## src/rtl/pin_irq_pkg.sv

```systemverilog
package pin_irq_pkg;

  typedef enum logic [1:0] {
    SENSE_LOW  = 2'b00,
    SENSE_ANY  = 2'b01,
    SENSE_FALL = 2'b10,
    SENSE_RISE = 2'b11
  } senseMode_e;

  // Strobes from control to datapath
  typedef struct packed {
    logic advance;   // shift pipelines, allow flag set
    logic prime;     // load every stage from the raw pins
    logic armed;     // history valid for the unclocked compare
    logic pcClr;     // clear pin-change flag
    logic extClr;    // clear external edge flag
  } pipeCtl_t;

endpackage

```

## src/rtl/pin_irq_ctrl.sv

```systemverilog
module pin_irq_ctrl
  import pin_irq_pkg::*;
(
  input  logic     clk,
  input  logic     rstN,
  input  logic     clkRun,
  input  logic     pcFlagClr,
  input  logic     extFlagClr,
  output pipeCtl_t ctl
);

  logic primed;

  always_ff @(posedge clk or negedge rstN) begin
    if (!rstN)       primed <= 1'b0;
    else if (clkRun) primed <= 1'b1;
  end

  always_comb begin
    ctl.advance = clkRun & primed;
    ctl.prime   = clkRun & ~primed;
    ctl.armed   = primed;
    ctl.pcClr   = clkRun & primed & pcFlagClr;
    ctl.extClr  = clkRun & primed & extFlagClr;
  end

endmodule

```

## src/rtl/pin_irq_datapath.sv

```systemverilog
module pin_irq_datapath
  import pin_irq_pkg::*;
#(
  parameter int NUM_PINS = 6
) (
  input  logic                clk,
  input  logic                rstN,
  input  pipeCtl_t            ctl,
  input  logic [NUM_PINS-1:0] pinIn,
  input  logic [NUM_PINS-1:0] pcMask,
  input  logic                pcIntEn,
  input  logic                extPin,
  input  logic [1:0]          senseCtl,
  input  logic                extIntEn,
  output logic                pcIrq,
  output logic                extIrq,
  output logic                wakeReq
);

  logic [NUM_PINS-1:0] pcDiff;     // synchronized vs history, masked
  logic [NUM_PINS-1:0] pcRawDiff;  // raw pin vs history, masked

  for (genvar i = 0; i < NUM_PINS; i++) begin : g_pin
    logic latQ, syncQ, prevQ;

    always_ff @(posedge clk or negedge rstN) begin
      if (!rstN) begin
        latQ  <= 1'b0;
        syncQ <= 1'b0;
        prevQ <= 1'b0;
      end else if (ctl.prime) begin
        latQ  <= pinIn[i];
        syncQ <= pinIn[i];
        prevQ <= pinIn[i];
      end else if (ctl.advance) begin
        latQ  <= pinIn[i];
        syncQ <= latQ;
        prevQ <= syncQ;
      end
    end

    assign pcDiff[i]    = pcMask[i] & (syncQ ^ prevQ);
    assign pcRawDiff[i] = pcMask[i] & (pinIn[i] ^ prevQ);
  end

  // External pin pipeline
  logic extLat, extSync, extPrev;

  always_ff @(posedge clk or negedge rstN) begin
    if (!rstN) begin
      extLat  <= 1'b0;
      extSync <= 1'b0;
      extPrev <= 1'b0;
    end else if (ctl.prime) begin
      extLat  <= extPin;
      extSync <= extPin;
      extPrev <= extPin;
    end else if (ctl.advance) begin
      extLat  <= extPin;
      extSync <= extLat;
      extPrev <= extSync;
    end
  end

  senseMode_e senseMode;
  logic       extRise, extFall, extHit, levelReq;

  assign senseMode = senseMode_e'(senseCtl);
  assign extRise   = extSync & ~extPrev;
  assign extFall   = ~extSync & extPrev;

  always_comb begin
    unique case (senseMode)
      SENSE_ANY:  extHit = extRise | extFall;
      SENSE_FALL: extHit = extFall;
      SENSE_RISE: extHit = extRise;
      default:    extHit = 1'b0;
    endcase
  end

  assign levelReq = (senseMode == SENSE_LOW) & ~extPin;

  // Sticky flags: set has priority over clear
  logic pcFlag, extFlag, pcSet, extSet;

  assign pcSet  = ctl.advance & (|pcDiff);
  assign extSet = ctl.advance & extHit;

  always_ff @(posedge clk or negedge rstN) begin
    if (!rstN) begin
      pcFlag  <= 1'b0;
      extFlag <= 1'b0;
    end else begin
      if (pcSet)           pcFlag  <= 1'b1;
      else if (ctl.pcClr)  pcFlag  <= 1'b0;
      if (extSet)          extFlag <= 1'b1;
      else if (ctl.extClr) extFlag <= 1'b0;
    end
  end

  assign pcIrq   = pcFlag & pcIntEn;
  assign extIrq  = extIntEn & (extFlag | levelReq);
  assign wakeReq = pcIrq | extIrq | (pcIntEn & ctl.armed & (|pcRawDiff));

endmodule

```

## src/rtl/pin_irq_front.sv

```systemverilog
module pin_irq_front
  import pin_irq_pkg::*;
#(
  parameter int NUM_PINS = 6
) (
  input  logic                clk,
  input  logic                rstN,
  input  logic                clkRun,
  input  logic [NUM_PINS-1:0] pinIn,
  input  logic [NUM_PINS-1:0] pcMask,
  input  logic                pcIntEn,
  input  logic                pcFlagClr,
  input  logic                extPin,
  input  logic [1:0]          senseCtl,
  input  logic                extIntEn,
  input  logic                extFlagClr,
  output logic                pcIrq,
  output logic                extIrq,
  output logic                wakeReq
);

  pipeCtl_t ctl;

  pin_irq_ctrl u_ctrl (
    .clk        (clk),
    .rstN       (rstN),
    .clkRun     (clkRun),
    .pcFlagClr  (pcFlagClr),
    .extFlagClr (extFlagClr),
    .ctl        (ctl)
  );

  pin_irq_datapath #(.NUM_PINS(NUM_PINS)) u_dp (
    .clk      (clk),
    .rstN     (rstN),
    .ctl      (ctl),
    .pinIn    (pinIn),
    .pcMask   (pcMask),
    .pcIntEn  (pcIntEn),
    .extPin   (extPin),
    .senseCtl (senseCtl),
    .extIntEn (extIntEn),
    .pcIrq    (pcIrq),
    .extIrq   (extIrq),
    .wakeReq  (wakeReq)
  );

endmodule

```

## config.mk

```make
export PLATFORM = sky130hd
export DESIGN_NAME = pin_irq_front
export DESIGN_NICKNAME = d
export VERILOG_FILES = /design/src/rtl/pin_irq_pkg.sv /design/src/rtl/pin_irq_ctrl.sv /design/src/rtl/pin_irq_datapath.sv /design/src/rtl/pin_irq_front.sv
export SDC_FILE = /design/constraint.sdc
export NUM_CORES = 1
export LEC_CHECK = 0
export BUFFER_PORTS_ARGS = -buffer_cell sky130_fd_sc_hd__buf_2
export CORE_ASPECT_RATIO = 0.75
export CORE_MARGIN = 1
export CORE_UTILIZATION = 54
export CTS_CLUSTER_DIAMETER = 120
export DETAILED_ROUTE_END_ITERATION = 12
export PLACE_DENSITY = 0.82
export RECOVER_POWER = 50
export SYNTH_ARGS = -nofsm -noshare
export SYNTH_HDL_FRONTEND = slang
export SYNTH_HIERARCHICAL = 1
export SYNTH_SLANG_ARGS = --single-unit
export TNS_END_PERCENT = 20
```

## constraint.sdc

```tcl
create_clock -name clk -period 1.99 [get_ports clk]
set_clock_uncertainty 0.05 [all_clocks]
set_input_delay 0.398 -clock clk [delete_from_list [all_inputs] [get_ports clk]]
set_output_delay 0.398 -clock clk [all_outputs]
set_load 0.02 [all_outputs]
```

After elaboration in Yosys (flattened, before gate mapping)
Cells that the tools add are included.
W data, S select, Z words.
- eq/ne operators: 3
- muxes and demuxes: 47
- bitwise logic cells: 45
- reduce and logical (&&, ||, !) cells: 6
- operators with widths (kind ; count):
    $mux W1 ; 46
    $and A1 B1 Y1 ; 25
    $reduce_or A6 Y1 ; 2
    $xor A1 B1 Y1 ; 12
    $reduce_bool A2 Y1 ; 3
    $eq A2 B2 Y1 const B ; 2
    $not A1 Y1 ; 4
    $or A1 B1 Y1 ; 4
    $pmux W1 S3 ; 1
    $eq A2 B1 Y1 const B ; 1
    $logic_not A2 Y1 ; 1
- flip-flop bits (word level): 24
- bits of input ports: 22
- output and inout bits: 3
- word-level logic and storage cells: 125

Longest topological paths before layout
- word-level depth: 6
- mapped depth: 6
- mapped depth without buffers: 6

By module
Netlist, hierarchy kept.
- modules (own cells, without submodules) (module ; instances ; cells each ; area an instance (sq um) ; seq. area each (sq um)):
    pin_irq_datapath ; 1 ; 121 ; 1244.9 ; 575.6
    pin_irq_ctrl ; 1 ; 7 ; 70.1 ; 25.0

Worst setup path after synthesis
OpenSTA, ideal clock, no wires.
- path kind: flip-flop to output port
- start point: reg u_dp.g_pin[4].prevQ
- end point: out wakeReq
- arrival: 1230 ps
- data required time: 1542 ps
- setup slack: 312 ps
- cell stages (with the launch flop): 5
- path buffers: 0
- path through: dfrtp_1 xor2_1 a22oi_1 nand3_1 a311o_1
- cells in the longest elaborated chain, start to end: 5
- RTL lines (element ; line ; RTL):
    start, declared ; pin_irq_datapath.sv:24 ; logic latQ, syncQ, prevQ;
    start signal, assigned ; pin_irq_datapath.sv:34 ; prevQ <= pinIn[i];
    start signal, assigned ; pin_irq_datapath.sv:38 ; prevQ <= syncQ;
    $xor A1 B1 Y1 ; pin_irq_datapath.sv:43 ; assign pcRawDiff[i] = pcMask[i] & (pinIn[i] ^ prevQ);
    $and A1 B1 Y1 ; pin_irq_datapath.sv:43 ;
    $reduce_or A6 Y1 ; pin_irq_datapath.sv:103 ; assign wakeReq = pcIrq | extIrq | (pcIntEn & ctl.armed & (|pcRawDiff));
    $and A1 B1 Y1 ; pin_irq_datapath.sv:103 ;
    $or A1 B1 Y1 ; pin_irq_datapath.sv:103 ;
    end, declared ; pin_irq_front.sv:19 ; output logic wakeReq
No other way between the ends.

Worst setup path after layout
- start point: reg u_dp.g_pin[1].prevQ
- end point: out wakeReq
- cells in the longest elaborated chain, start to end: 5
- RTL lines (element ; line):
    start, declared ; pin_irq_datapath.sv:24
    start signal, assigned ; pin_irq_datapath.sv:34
    start signal, assigned ; pin_irq_datapath.sv:38
    $xor A1 B1 Y1 ; pin_irq_datapath.sv:43
    $and A1 B1 Y1 ; pin_irq_datapath.sv:43
    $reduce_or A6 Y1 ; pin_irq_datapath.sv:103
    $and A1 B1 Y1 ; pin_irq_datapath.sv:103
    $or A1 B1 Y1 ; pin_irq_datapath.sv:103
No other way between the ends.

==> run_results.csv <==
group,metric,value,unit
status,status,"finished, violations left",
status,violations,"setup timing",
global_routing,grt_max_degree,31,
layout,final_core_util,0.668,
yosys,synth_compound_area_frac,0.148,
sta,maxSlewViolCount,0,
yosys,netlist_area,0.00132,mm^2
yosys,yosys.area_share.adder,0.0190,
die,die_x,59.0,um
layout,antenna_cells,0,
worst_setup_path,reg2regPathDepth,5,
die,row_count,15,
layout,nFillCells,187,
worst_setup_path,r2r-end,"u_dp/g_pin[1].syncQ$_DFFE_PN0P_",
sta,tightest_slew,1.25,ns
placement,hpwl,1.93,mm
yosys,synth_edf_count,0,
layout,fin_nets,184,
yosys,yosysTopAreaCell,"dfrtp_1",
clocking,root_buffer,"clkbuf_4",
layout,drive_gt1_frac,0.316,
yosys,synth_area_leaders,"dfrtp_1, nor2b_1, a211oi_1",
die,dieArea,0.00264,mm^2
die,core-area,0.00231,mm^2
min_path,hold_path.class,"in -> async",
yosys,synth_fp_nets,152,
sta,finalCritPeriodShare,1.05,
global_routing,grt_pass1_vias,1004,
yosys,yosysWarnings,6,
worst_setup_path,required,1.54,ns
route,num_vias,1029,
route,drtPass1Iterations,4,
route,drt_iter0_drc,67,
yosys,ys_seq_area_frac,0.457,
layout,area_delta_synth_final,17.3,%
yosys,synth_top_family_by_area,"simple AND/OR/NAND/NOR gates",
pwr,powerDensity,713,mW/mm^2
run,drv_cap,0,
worst_setup_path,arrival,1.63,ns
route,wl_per_cell,13.8,um
yosys,netlist_instances,128,
sta,rsz0062_at_grt,"true",
route,postRouteAntennaNets,0,
pwr,power.leakage,0.728,nW
yosys,async_reset_ff_frac,1.00,
die,start_util,0.570,
sta,tns,-0.0923,ns
clocking,clock_sinks,24,
sta,hold_violations,0,
sta,period_needed,2.08,ns
worst_setup_path,critPathKind,"reg -> out",
layout,layout_commonest_cell,"dfrtp_1",
layout,multi_input_area,669,um^2
global_routing,grt_antenna_before_repair,0,
die,pin_count,25,
worst_setup_path,r2r_start,"u_ctrl/primed$_DFFE_PN0P_",
route,drt-total-wl,2.65,mm
placement,finalWeightedCongestion,0.805,
route,drc,0,
sta,final-setup-viol-count,1,
sta,hold_ws,0.270,ns
placement,dp.cells,184,
route,drt-vias-per-instance,5.36,
clocking,insertion_delay,0.31,ns
worst_setup_path,r2r_setup_slack,0.49,ns
global_routing,grt-ovfl-total,0,
clocking,cts_tree,"built",
layout,largestRegisters,"u_dp/g_pin.latQ (6), u_dp/g_pin.prevQ (6), u_dp/g_pin.syncQ (6)",
placement,dpl_cell_area,0.00148,mm^2
sta,fmax,0.480,GHz
layout,fin_area,0.00154,mm^2
yosys,ys_types,27,
placement,port_buffers,24,
clocking,numCtsBuffers,3,
clocking,clk_pin_slew,0.12,ns
yosys,synth_top_area_share,0.457,
yosys,synthMuxAreaShare,0.0685,
sta,setup_slack,-0.0923,ns
global_routing,grt_first_pass_wirelength,4.22,mm
die,die_h,44.7,um
worst_setup_path,start_kind,"flip-flop",
clocking,cts_hold_buf,0,
layout,fin_cells,192,
yosys,ys_ff_latch,24,
clocking,htreeDepth,1,
worst_setup_path,critPathCaptureType,"output port",
sta,slew_headroom,0.164,
layout,regArea,601,um^2
worst_setup_path,worstPathMaxFanout,3,
layout,final_cell_mix,"dfrtp_1, buf_2, nor2b_1",
yosys,synth_ff_type,"dfrtp_1",
clocking,cts_buffer_depth,2,
pwr,ir_drop,0.452,mV
yosys,synth_simple_gate_area_frac,0.193,
global_routing,grt_usage,0.221,
yosys,syn_area_per_cell,10.3,um^2
yosys,yosys.area_share.xor_xnor,0.0799,
## logic make-up (layout without fill, tap and decap cells)
group,Yosys count,after routing
buffers and inverters,10,40
multiplexers,8,8
AND/OR/NAND/NOR,47,47
adder cells (fa/ha/maj),2,2
XOR/XNOR,12,12
AO/OA/AOI/OAI,25,25
flip-flops,24,24
## power by group
part / switching, mW / internal (mW) / leakage, nW / total, mW
Combinational: 0.143 / 0.156 / 0.429 / 0.300
Clock: 0.133 / 0.0708 / 0.0138 / 0.204
Sequential: 0.0461 / 0.549 / 0.286 / 0.595
Total: 0.323 / 0.777 / 0.728 / 1.10
## cell usage after synthesis (2+ instances only)
cell,count
clkbuf_1,2
a22oi_1,5
a22o_1,2
a211oi_1,14
dfrtp_1,24
nor2b_1,18
buf_2,3
nand3_1,2
ha_1,2
inv_1,4
mux2_2,8
nor2_1,17
and3_2,2
xor2_1,12
## how the worst max path moves through the flow
stage	startpoint	to	slack, ns	depth (start not counted)
floorplan	u_dp/g_pin[4].prevQ$_DFFE_PN0P_	wakeReq	0.31	4
global placement	pinIn[5]	wakeReq	0.07	6
detailed placement	pinIn[5]	wakeReq	0.03	6
CTS	u_dp/g_pin[0].prevQ$_DFFE_PN0P_	wakeReq	-0.11	5
global route	u_dp/g_pin[4].prevQ$_DFFE_PN0P_	wakeReq	-0.17	5
finish	u_dp/g_pin[1].prevQ$_DFFE_PN0P_	wakeReq	-0.09	5
## through the flow
step,setup slack [ns],power (mW)
final,-0.0923,1.10
after global routing,-0.169,1.16
after CTS,-0.108,1.10
after detailed placement,0.0316,0.876
after global placement,0.0654,0.859
after floorplan,0.312,0.781
## worst max-delay path, cell delays in order (launching register included)
cell and delay [ns]:
dfrtp_1 0.42, xor2_1 0.19, a22oi_1 0.15, nand3_1 0.14, a311o_1 0.30, buf_6 0.14
## timing repair
| item | 4_1_cts | 5_1_grt |
|---|---|---|
| buffers inserted | 2 | 3 |
| pin swaps | 6 | 2 |
| setup endpoints to repair | 1 | 1 |
| gates resized for setup | 2 | 0 |
## final cells by class
cell class | count | area share
Multi-Input combinational cell | 94 | 0.434
Sequential cell | 24 | 0.389
Timing Repair Buffer | 33 | 0.125
Tap cell | 34 | 0.0276
Clock buffer | 3 | 0.0146
Inverter | 4 | 0.00973
## metal layers
| metal | wire length [um] | track usage | vias up |
|---|---|---|---|
| met4 | 59 | 0.100 | 0 |
| li1 | - | - | 501 |
| met5 | 0 | 0 | - |
| met1 | 1190 | 0.265 | 495 |
| met2 | 1280 | 0.380 | 24 |
| met3 | 112 | 0.0602 | 9 |
Note: power is estimated with default switching activity, not from simulation.
